===== src/rtl/qdma_trig_pkg.sv =====
package qdma_trig_pkg;

  localparam int WORD_W = 3;
  localparam int BE_W   = 4;
  localparam int CNT_W  = 48;

  // Word indices whose trigger demands a full-width write.
  function automatic logic word_needs_full(input logic [WORD_W-1:0] w);
    return (w == 3'd0) || (w == 3'd1) || (w == 3'd3);
  endfunction

  function automatic logic be_qualifies(input logic [WORD_W-1:0] w,
                                        input logic [BE_W-1:0]   be);
    return word_needs_full(w) ? (be == 4'hF) : (be != 4'h0);
  endfunction

  function automatic logic set_is_null(input logic [CNT_W-1:0] cnt);
    return cnt == '0;
  endfunction

endpackage


===== src/rtl/qdma_trig_match.sv =====
module qdma_trig_match
  import qdma_trig_pkg::*;
#(
  parameter int NUM_CH = 8,
  parameter int SET_W  = 7
) (
  input  logic [NUM_CH*SET_W-1:0]  map_set,
  input  logic [NUM_CH*WORD_W-1:0] map_word,
  input  logic [NUM_CH-1:0]        ch_en,
  input  logic                     pw_valid,
  input  logic [SET_W-1:0]         pw_set,
  input  logic [WORD_W-1:0]        pw_word,
  input  logic [BE_W-1:0]          pw_be,
  input  logic                     lk_valid,
  input  logic [SET_W-1:0]         lk_set,
  input  logic                     lk_static,
  output logic [NUM_CH-1:0]        hit
);

  logic pw_ok;
  logic lk_ok;

  assign pw_ok = pw_valid && be_qualifies(pw_word, pw_be);
  assign lk_ok = lk_valid && !lk_static;

  for (genvar c = 0; c < NUM_CH; c++) begin : g_ch
    logic [SET_W-1:0]  cs;
    logic [WORD_W-1:0] cw;
    logic              pw_hit;
    logic              lk_hit;
    assign cs     = map_set[c*SET_W +: SET_W];
    assign cw     = map_word[c*WORD_W +: WORD_W];
    assign pw_hit = pw_ok && (pw_set == cs) && (pw_word == cw);
    assign lk_hit = lk_ok && (lk_set == cs);
    assign hit[c] = ch_en[c] && (pw_hit || lk_hit);
  end

endmodule


===== src/rtl/qdma_trig_pick.sv =====
module qdma_trig_pick #(
  parameter int N = 8,
  localparam int IW = (N > 1) ? $clog2(N) : 1
) (
  input  logic [N-1:0]  req,
  output logic [N-1:0]  gnt,
  output logic [IW-1:0] idx,
  output logic          any
);

  always_comb begin
    gnt = '0;
    idx = '0;
    for (int i = N - 1; i >= 0; i--) begin
      if (req[i]) begin
        gnt    = '0;
        gnt[i] = 1'b1;
        idx    = IW'(i);
      end
    end
  end

  assign any = |req;

endmodule


===== src/rtl/qdma_trig_fifo.sv =====
module qdma_trig_fifo #(
  parameter int DEPTH = 4,
  parameter int DW    = 10,
  localparam int AW   = (DEPTH > 1) ? $clog2(DEPTH) : 1,
  localparam int CW   = $clog2(DEPTH + 1)
) (
  input  logic          clk,
  input  logic          rst_n,
  input  logic          push,
  input  logic [DW-1:0] din,
  input  logic          pop,
  output logic [DW-1:0] dout,
  output logic [CW-1:0] count,
  output logic          full,
  output logic          empty
);

  logic [DW-1:0] mem [DEPTH];
  logic [AW-1:0] wr_ptr;
  logic [AW-1:0] rd_ptr;
  logic          do_push;
  logic          do_pop;

  function automatic logic [AW-1:0] ptr_next(input logic [AW-1:0] p);
    return (p == AW'(DEPTH - 1)) ? '0 : p + 1'b1;
  endfunction

  assign full    = (count == CW'(DEPTH));
  assign empty   = (count == '0);
  assign do_push = push && !full;
  assign do_pop  = pop && !empty;
  assign dout    = mem[rd_ptr];

  always_ff @(posedge clk) begin
    if (do_push) mem[wr_ptr] <= din;
  end

  always_ff @(posedge clk or negedge rst_n) begin
    if (!rst_n) begin
      wr_ptr <= '0;
      rd_ptr <= '0;
      count  <= '0;
    end else begin
      if (do_push) wr_ptr <= ptr_next(wr_ptr);
      if (do_pop)  rd_ptr <= ptr_next(rd_ptr);
      case ({do_push, do_pop})
        2'b10:   count <= count + 1'b1;
        2'b01:   count <= count - 1'b1;
        default: count <= count;
      endcase
    end
  end

endmodule


===== src/rtl/qdma_trig.sv =====
module qdma_trig
  import qdma_trig_pkg::*;
#(
  parameter int NUM_CH  = 8,
  parameter int SET_W   = 7,
  parameter int Q_DEPTH = 4,
  localparam int CH_W   = (NUM_CH > 1) ? $clog2(NUM_CH) : 1,
  localparam int QC_W   = $clog2(Q_DEPTH + 1),
  localparam int ENT_W  = CH_W + SET_W
) (
  input  logic                     clk,
  input  logic                     rst_n,
  input  logic [NUM_CH*SET_W-1:0]  map_set,
  input  logic [NUM_CH*3-1:0]      map_word,
  input  logic [NUM_CH-1:0]        ch_en,
  input  logic                     pw_valid,
  input  logic [SET_W-1:0]         pw_set,
  input  logic [2:0]               pw_word,
  input  logic [3:0]               pw_be,
  input  logic                     lk_valid,
  input  logic [SET_W-1:0]         lk_set,
  input  logic                     lk_static,
  input  logic [NUM_CH-1:0]        evt_clr,
  input  logic [NUM_CH-1:0]        miss_clr,
  output logic [NUM_CH-1:0]        evt_flags,
  output logic [NUM_CH-1:0]        miss_flags,
  output logic [SET_W-1:0]         hd_set,
  input  logic [47:0]              hd_cnt,
  output logic                     tr_valid,
  input  logic                     tr_ready,
  output logic [CH_W-1:0]          tr_ch,
  output logic [SET_W-1:0]         tr_set
);

  logic [NUM_CH-1:0] evt_q, miss_q, inq_q;
  logic [NUM_CH-1:0] hit_vec;
  logic [NUM_CH-1:0] pend_vec;
  logic [NUM_CH-1:0] pick_gnt;
  logic [CH_W-1:0]   pick_idx;
  logic              pick_any;
  logic              q_push, q_pop, q_full, q_empty;
  logic [QC_W-1:0]   q_count;
  logic [ENT_W-1:0]  q_din, q_dout;
  logic [CH_W-1:0]   hd_ch;
  logic              hd_null;
  logic              null_drop;
  logic [NUM_CH-1:0] pop_vec;
  logic [NUM_CH-1:0] push_vec;

  qdma_trig_match #(.NUM_CH(NUM_CH), .SET_W(SET_W)) u_match (
    .map_set  (map_set),
    .map_word (map_word),
    .ch_en    (ch_en),
    .pw_valid (pw_valid),
    .pw_set   (pw_set),
    .pw_word  (pw_word),
    .pw_be    (pw_be),
    .lk_valid (lk_valid),
    .lk_set   (lk_set),
    .lk_static(lk_static),
    .hit      (hit_vec)
  );

  // Pending = latched but not yet holding a queue slot.
  assign pend_vec = evt_q & ~inq_q;

  qdma_trig_pick #(.N(NUM_CH)) u_pick (
    .req(pend_vec),
    .gnt(pick_gnt),
    .idx(pick_idx),
    .any(pick_any)
  );

  assign q_push = pick_any && !q_full;
  assign q_din  = {pick_idx, map_set[pick_idx*SET_W +: SET_W]};

  qdma_trig_fifo #(.DEPTH(Q_DEPTH), .DW(ENT_W)) u_fifo (
    .clk  (clk),
    .rst_n(rst_n),
    .push (q_push),
    .din  (q_din),
    .pop  (q_pop),
    .dout (q_dout),
    .count(q_count),
    .full (q_full),
    .empty(q_empty)
  );

  assign hd_ch     = q_dout[ENT_W-1 -: CH_W];
  assign hd_set    = q_dout[SET_W-1:0];
  assign hd_null   = set_is_null(hd_cnt);
  assign tr_valid  = !q_empty && !hd_null;
  assign tr_ch     = hd_ch;
  assign tr_set    = hd_set;
  assign null_drop = !q_empty && hd_null;
  assign q_pop     = null_drop || (tr_valid && tr_ready);

  assign pop_vec  = q_pop  ? (NUM_CH'(1) << hd_ch) : '0;
  assign push_vec = q_push ? pick_gnt : '0;

  always_ff @(posedge clk or negedge rst_n) begin
    if (!rst_n) begin
      evt_q  <= '0;
      miss_q <= '0;
      inq_q  <= '0;
    end else begin
      evt_q  <= (evt_q & ~evt_clr & ~pop_vec) | hit_vec;
      miss_q <= (miss_q & ~miss_clr) | (hit_vec & evt_q);
      inq_q  <= (inq_q & ~pop_vec) | push_vec;
    end
  end

  assign evt_flags  = evt_q;
  assign miss_flags = miss_q;

endmodule


===== config.mk =====
export PLATFORM = sky130hd
export DESIGN_NAME = qdma_trig
export DESIGN_NICKNAME = d
export VERILOG_FILES = /design/src/rtl/qdma_trig_pkg.sv /design/src/rtl/qdma_trig_match.sv /design/src/rtl/qdma_trig_pick.sv /design/src/rtl/qdma_trig_fifo.sv /design/src/rtl/qdma_trig.sv
export SDC_FILE = /design/constraint.sdc
export NUM_CORES = 1
export LEC_CHECK = 0
export ABC_CLOCK_PERIOD_IN_PS = 5300
export BUFFER_PORTS_ARGS = -buffer_cell sky130_fd_sc_hd__clkbuf_2
export CAP_MARGIN = 10
export CORE_ASPECT_RATIO = 0.75
export CORE_MARGIN = 4
export CORE_UTILIZATION = 50
export CTS_BUF_LIST = sky130_fd_sc_hd__clkbuf_16
export DETAILED_ROUTE_END_ITERATION = 7
export PLACE_DENSITY = 0.82
export SYNTH_ARGS = -nofsm -noshare
export SYNTH_HDL_FRONTEND = slang
export SYNTH_SLANG_ARGS = --single-unit

===== constraint.sdc =====
create_clock -name clk -period 5.3 [get_ports clk]
set_input_delay 1.06 -clock clk [delete_from_list [all_inputs] [get_ports clk]]
set_output_delay 1.06 -clock clk [all_outputs]
set_load 0.1 [all_outputs]

# Word-level counts from Yosys, hierarchy flattened
# Memory sizes are Yosys's and may differ from the RTL's.
# Cells that the tools add are included.
totals:
  register_bits: 31
  latch_bits: 0
  mem_bits_rw: 40
  romBits: 0
  inputBits: 179
  out_inout_bits: 34
  wordCells: 144
  n_memories: 1
memory_table:
  columns: ["name", "depth", "word_bits", "read_ports", "rd_ports_with_merged_regs", "write_ports", "line_no", "source"]
  rows:
  - ["u_fifo.mem", 4, 10, 1, 0, 1, "qdma_trig_fifo.sv:18", "logic [DW-1:0] mem [DEPTH];"]
classes:
  add_sub_neg: 4
  mul: 1
  div: 0
  order_cmp: 0
  eq_ne: 32
  shifts: 2
  n_mux: 24
  bitwise_logic: 13
  n_reduce_logical: 61
ops:
  columns: ["op", "count"]
  rows:
  - ["equality test 7 bit", 16]
  - ["2-to-1 mux 8 bit", 10]
  - ["indexed part select 56 x 7 -> 7 bit", 1]
  - ["bitwise AND 8 bit", 6]
  - ["zero test 48 bit", 1]
  - ["logical AND 1 bit", 40]
  - ["NOT 8 bit", 4]
  - ["equality test 3 bit", 8]
  - ["2-to-1 mux 3 bit", 8]
  - ["bitwise OR 8 bit", 3]
  - ["logical OR 1 bit", 11]
  - ["OR reduction 8 bit", 1]
  - ["<< shifter 1 x 3 -> 8 bit, first input constant", 1]
  - ["equality test 2 bit, second input constant", 3]
  - ["zero test 3 bit", 2]
  - ["multiplier 3 x 3 -> 6 bit, second input constant", 1]
  - ["case mux 3 bit (2 select lines)", 1]
  - ["adder 2 x 1 -> 2 bit, second input constant", 2]
  - ["equality test 4 bit, second input constant", 1]
  - ["zero test 1 bit", 4]
  - ["2-to-1 mux 2 bit", 2]
  - ["nonzero test 4 bit", 1]
  - ["adder 3 x 1 -> 3 bit, second input constant", 1]
  - ["equality test 3 x 1 -> 1 bit, second input constant", 1]
  - ["6 further kinds", 8]

# Logic depth before layout (Yosys ltp)
logic_depth:
  depth_word: 12
  depth_mapped: 11
  ltp_nobuf: 11

# Modules after synthesis
# Synthesis repeated with hierarchy kept, for this count alone.
hier_totals:
  cells_unflattened: 527
  hier_area_um2: 5659.2
by_module_without_submodules:
  columns: ["mod", "n_inst", "cells_per_inst", "area_per_inst_um2", "seq_area_each_um2"]
  rows:
  - ["qdma_trig_fifo", 1, 92, 1925.6, 1376.3]
  - ["qdma_trig", 1, 187, 1865.5, 600.6]
  - ["qdma_trig_match", 1, 224, 1724.2, 0.0]
  - ["qdma_trig_pick", 1, 24, 143.9, 0.0]

# Least setup slack after synthesis
# No wires, ideal clock.
synth_timing:
  path_kind: "input to output"
  from: "in hd_cnt[2]"
  to: "out tr_valid"
  arrival_ns: 2.556
  required_time_ns: 4.240
  path_slack_ns: 1.684
  cell_stages: 4
  path_cell_list: "nor4_1 > nand4_1 > nor3_4 > nor2_1"
synth_between:
  elab_chain_cells: 3
synth_lines:
  columns: ["item", "line_no", "source"]
  rows:
  - ["from (decl)", "qdma_trig.sv:28", "input logic [47:0] hd_cnt,"]
  - ["zero test 48 bit", "qdma_trig_pkg.sv:18", "return cnt == '0;"]
  - ["zero test 1 bit", "qdma_trig.sv:92", "assign tr_valid = !q_empty && !hd_null;"]
  - ["logical AND 1 bit", "qdma_trig.sv:92", null]
  - ["to (decl)", "qdma_trig.sv:29", "output logic tr_valid,"]
# Every way passes these cells.

# Worst setup path after layout
layout_timing:
  from: "in hd_cnt[38]"
  to: "out tr_valid"
# Same word-level chain as after synthesis.

==> results.py <==
metrics = {
    "setup_path": {
        "end_kind": "output port",
        "critPathLaunchType": "input port",
        "worstRegToRegCells": 10,
        "cp.arrival_ns": 2.45,
        "criticalPathCategory": "input port to output port",
        "critical_path_peak_fanout": 4,
        "cp.required_ns": 4.24,
    },
    "timing": {
        "period_share_pct": 66.28,
        "period_minus_slack_ns": 3.513,
        "rsz0062_at_grt": "false",
        "tightestPinTransition_ns": 0.9100,
        "maxSlewHeadroom_pct": 39.21,
        "fmax_mhz": 284.7,
        "final_hold_viol_count": 0,
        "setup_ws_ns": 1.787,
        "slew_viol_final": 0,
        "setup_viol": 0,
        "tns_ns": 0,
        "fin_skew_ns": 0.004855,
    },
    "yosys": {
        "yosysUniqueCellTypes": 55,
        "async_flop_share_pct": 43.66,
        "synth_flop_cell": "edfxtp_1",
        "synth_top_cell_area_share_pct": 20.98,
        "syn_avg_cell_area_um2": 9.509,
        "synth_area_leaders": "edfxtp_1 21%, xnor2_1 14%, dfrtp_1 14%",
        "synth_top_cell_by_area": "edfxtp_1",
        "synth_edf_count": 40,
        "ys_ff_latch": 71,
        "syn_nets": 788,
        "syn_inst": 602,
        "synth_seq_area_share_pct": 34.54,
        "yosysWarnings": 0,
        "syn_area_um2": 5724,
    },
    "grt": {
        "grt_pass1_vias": 5527,
        "grt_pass1_wl_um": 30250,
        "grt_usage_pct": 29.46,
        "grt_antenna_before_repair": 0,
        "grt_start_max_net_pins": 32,
        "grt_overflow": 0,
    },
    "place": {
        "place_ws_ns": 1.777,
        "routabilityCongestion": 0.9784,
        "port_buffers": 212,
        "post-dp-hpwl_um": 15670,
    },
    "cts": {
        "h-tree-depth": 3,
        "cts_root_buffer": "clkbuf_16",
        "cts_tree": "yes",
        "post-cts-setup-buffer-count": 0,
        "cts_sinks": 71,
        "clock_latency_ns": 0.34,
        "hold_buffers": 0,
        "clockBufferDepth": 2,
        "cts_buffers": 9,
        "cts_resized": 0,
        "clkTransAtPathRegs_ns": 0.06,
    },
    "cells_and_area": {
        "drive_gt1_share_pct": 33.00,
        "final_nets": 972,
        "antenna_cells": 0,
        "n_fill_cell": 934,
        "area_growth_pct": 22.84,
    },
    "run": {
        "maxCapViolCount": 0,
    },
    "routing": {
        "vias": 5544,
        "dr.pass1.iters": 8,
        "drtAntennaViolNets": 0,
        "drt_iter0_drc": 527,
        "via_per_inst": 5.955,
        "drt-total-wl_um": 19810,
        "drc": 0,
        "wire_per_inst_um": 21.28,
    },
    "die": {
        "core_area_um2": 11070,
        "pin_count": 213,
        "die_h_um": 100.7,
        "die_area_um2": 13240,
        "initial_core_util_pct": 51.73,
        "num_rows": 33,
        "die_w_um": 131.6,
    },
    "hold_path": {
        "hold_class": "flip-flop to flip-flop",
        "min_path_cells": 1,
    },
    "pwr": {
        "p_leak_nw": 2.889,
        "ir_drop_mv": 0.8556,
        "cellPowerDensity_nw_per_um2": 346.3,
    },
    "run_status": {
        "outcome": "finished clean",
    },
}
==> final cells by class <==
type | instances | area, um2 | share of cell area, %
Multi-Input combinational cell | 462 | 3413 | 48.54
Sequential cell | 71 | 1977 | 28.11
Timing Repair Buffer | 213 | 1076 | 15.30
Clock buffer | 9 | 225.2 | 3.203
Tap cell | 140 | 175.2 | 2.491
Inverter | 29 | 108.9 | 1.548
Clock inverter | 7 | 56.30 | 0.8007
==> cell usage after synthesis (all sizes together), types with 8 or more instances <==
master,count
xnor2,89
xor2,50
nand4,43
edfxtp,40
o21ai,40
nand2,38
buf,35
dfrtp,31
inv,29
nor2,28
nor4,25
nand3,21
o22ai,18
a21oi,17
mux4,10
o211ai,9
o31ai,9
nand2b,8
nor2b,8
nor3,8
==> kinds of logic after synthesis <==
kind of cell    share of synthesized area (%)
xor+xnor                                21.27
mux                                     4.306
simple gates                            18.82
fa+ha+maj                               1.661
compound gates                          13.57
buf+inv                                 5.836
flops                                   34.54
==> per-stage QoR <==
stage	total power [mW]	hold WS, ns	std cells	utilization, %	instance area [um2]
2_1_floorplan	1.658	0.4541	602	-	5724
3_3_place_gp	1.845	0.4752	914	60.87	6735
3_5_place_dp	1.871	0.4886	914	60.87	6735
4_1_cts	2.452	0.5024	930	63.41	7017
5_1_grt	2.550	0.5283	931	63.55	7032
6_report	2.435	0.5000	931	63.55	7032
==> critical path: stages <==
cell	delay [ns]
clkbuf_2	0.08
nor4_1	0.32
nand4_1	0.21
nor3_4	0.32
nor2_1	0.07
clkbuf_2	0.39
==> final timing paths <==
kind                                        startpoint  slack [ns]                            to
worst min register to register      inq_q[4]$_DFF_PN0_        0.50            inq_q[4]$_DFF_PN0_
worst max register to register  evt_flags[0]$_DFF_PN0_        2.47   u_fifo.count[2]$_DFFE_PN0P_
worst min-delay path                inq_q[4]$_DFF_PN0_        0.50            inq_q[4]$_DFF_PN0_
worst max-delay path                        hd_cnt[38]        1.79                      tr_valid
max in group asynchronous                        rst_n        3.97  u_fifo.rd_ptr[1]$_DFFE_PN0P_
min in group asynchronous                        rst_n        0.81            inq_q[3]$_DFF_PN0_
==> layout by cell type (no fill, tap or decap), drive strengths merged, types with 9 or more instances in the layout <==
| cell | instances |
|---|---|
| xnor2 | 89 |
| clkbuf | 221 |
| xor2 | 50 |
| o211ai | 9 |
| nand4 | 43 |
| a21oi | 17 |
| nor4 | 25 |
| nor2 | 28 |
| inv | 32 |
| o21ai | 40 |
| o22ai | 18 |
| o31ai | 9 |
| nand2 | 38 |
| dfrtp | 31 |
| mux4 | 10 |
| edfxtp | 40 |
| nand3 | 21 |
==> power breakdown <==
group	switching (mW)	leakage (nW)	total, mW	internal, mW
Clock	0.246	0.132	0.568	0.322
Sequential	0.0893	0.792	0.730	0.641
Combinational	0.826	1.97	1.14	0.311
==> layer usage <==
metal	vias to the layer above	wire (um)	share of wire [%]	GRT usage [%]
met3	35	1723	8.7	6.537
li1	2571	-	-	-
met2	288	9145	46	46.97
met1	2650	8533	43	40.55
met4	0	405	2.0	9.120
met5	-	0	0	0
==> flip-flops by register name, indices dropped and copies added, names as in the netlist <==
name           flops
evt_flags          8
inq_q              8
miss_flags         8
u_fifo.count       3
u_fifo.mem        40
u_fifo.rd_ptr      2
u_fifo.wr_ptr      2
Note: power is estimated with default switching activity, not from simulation.
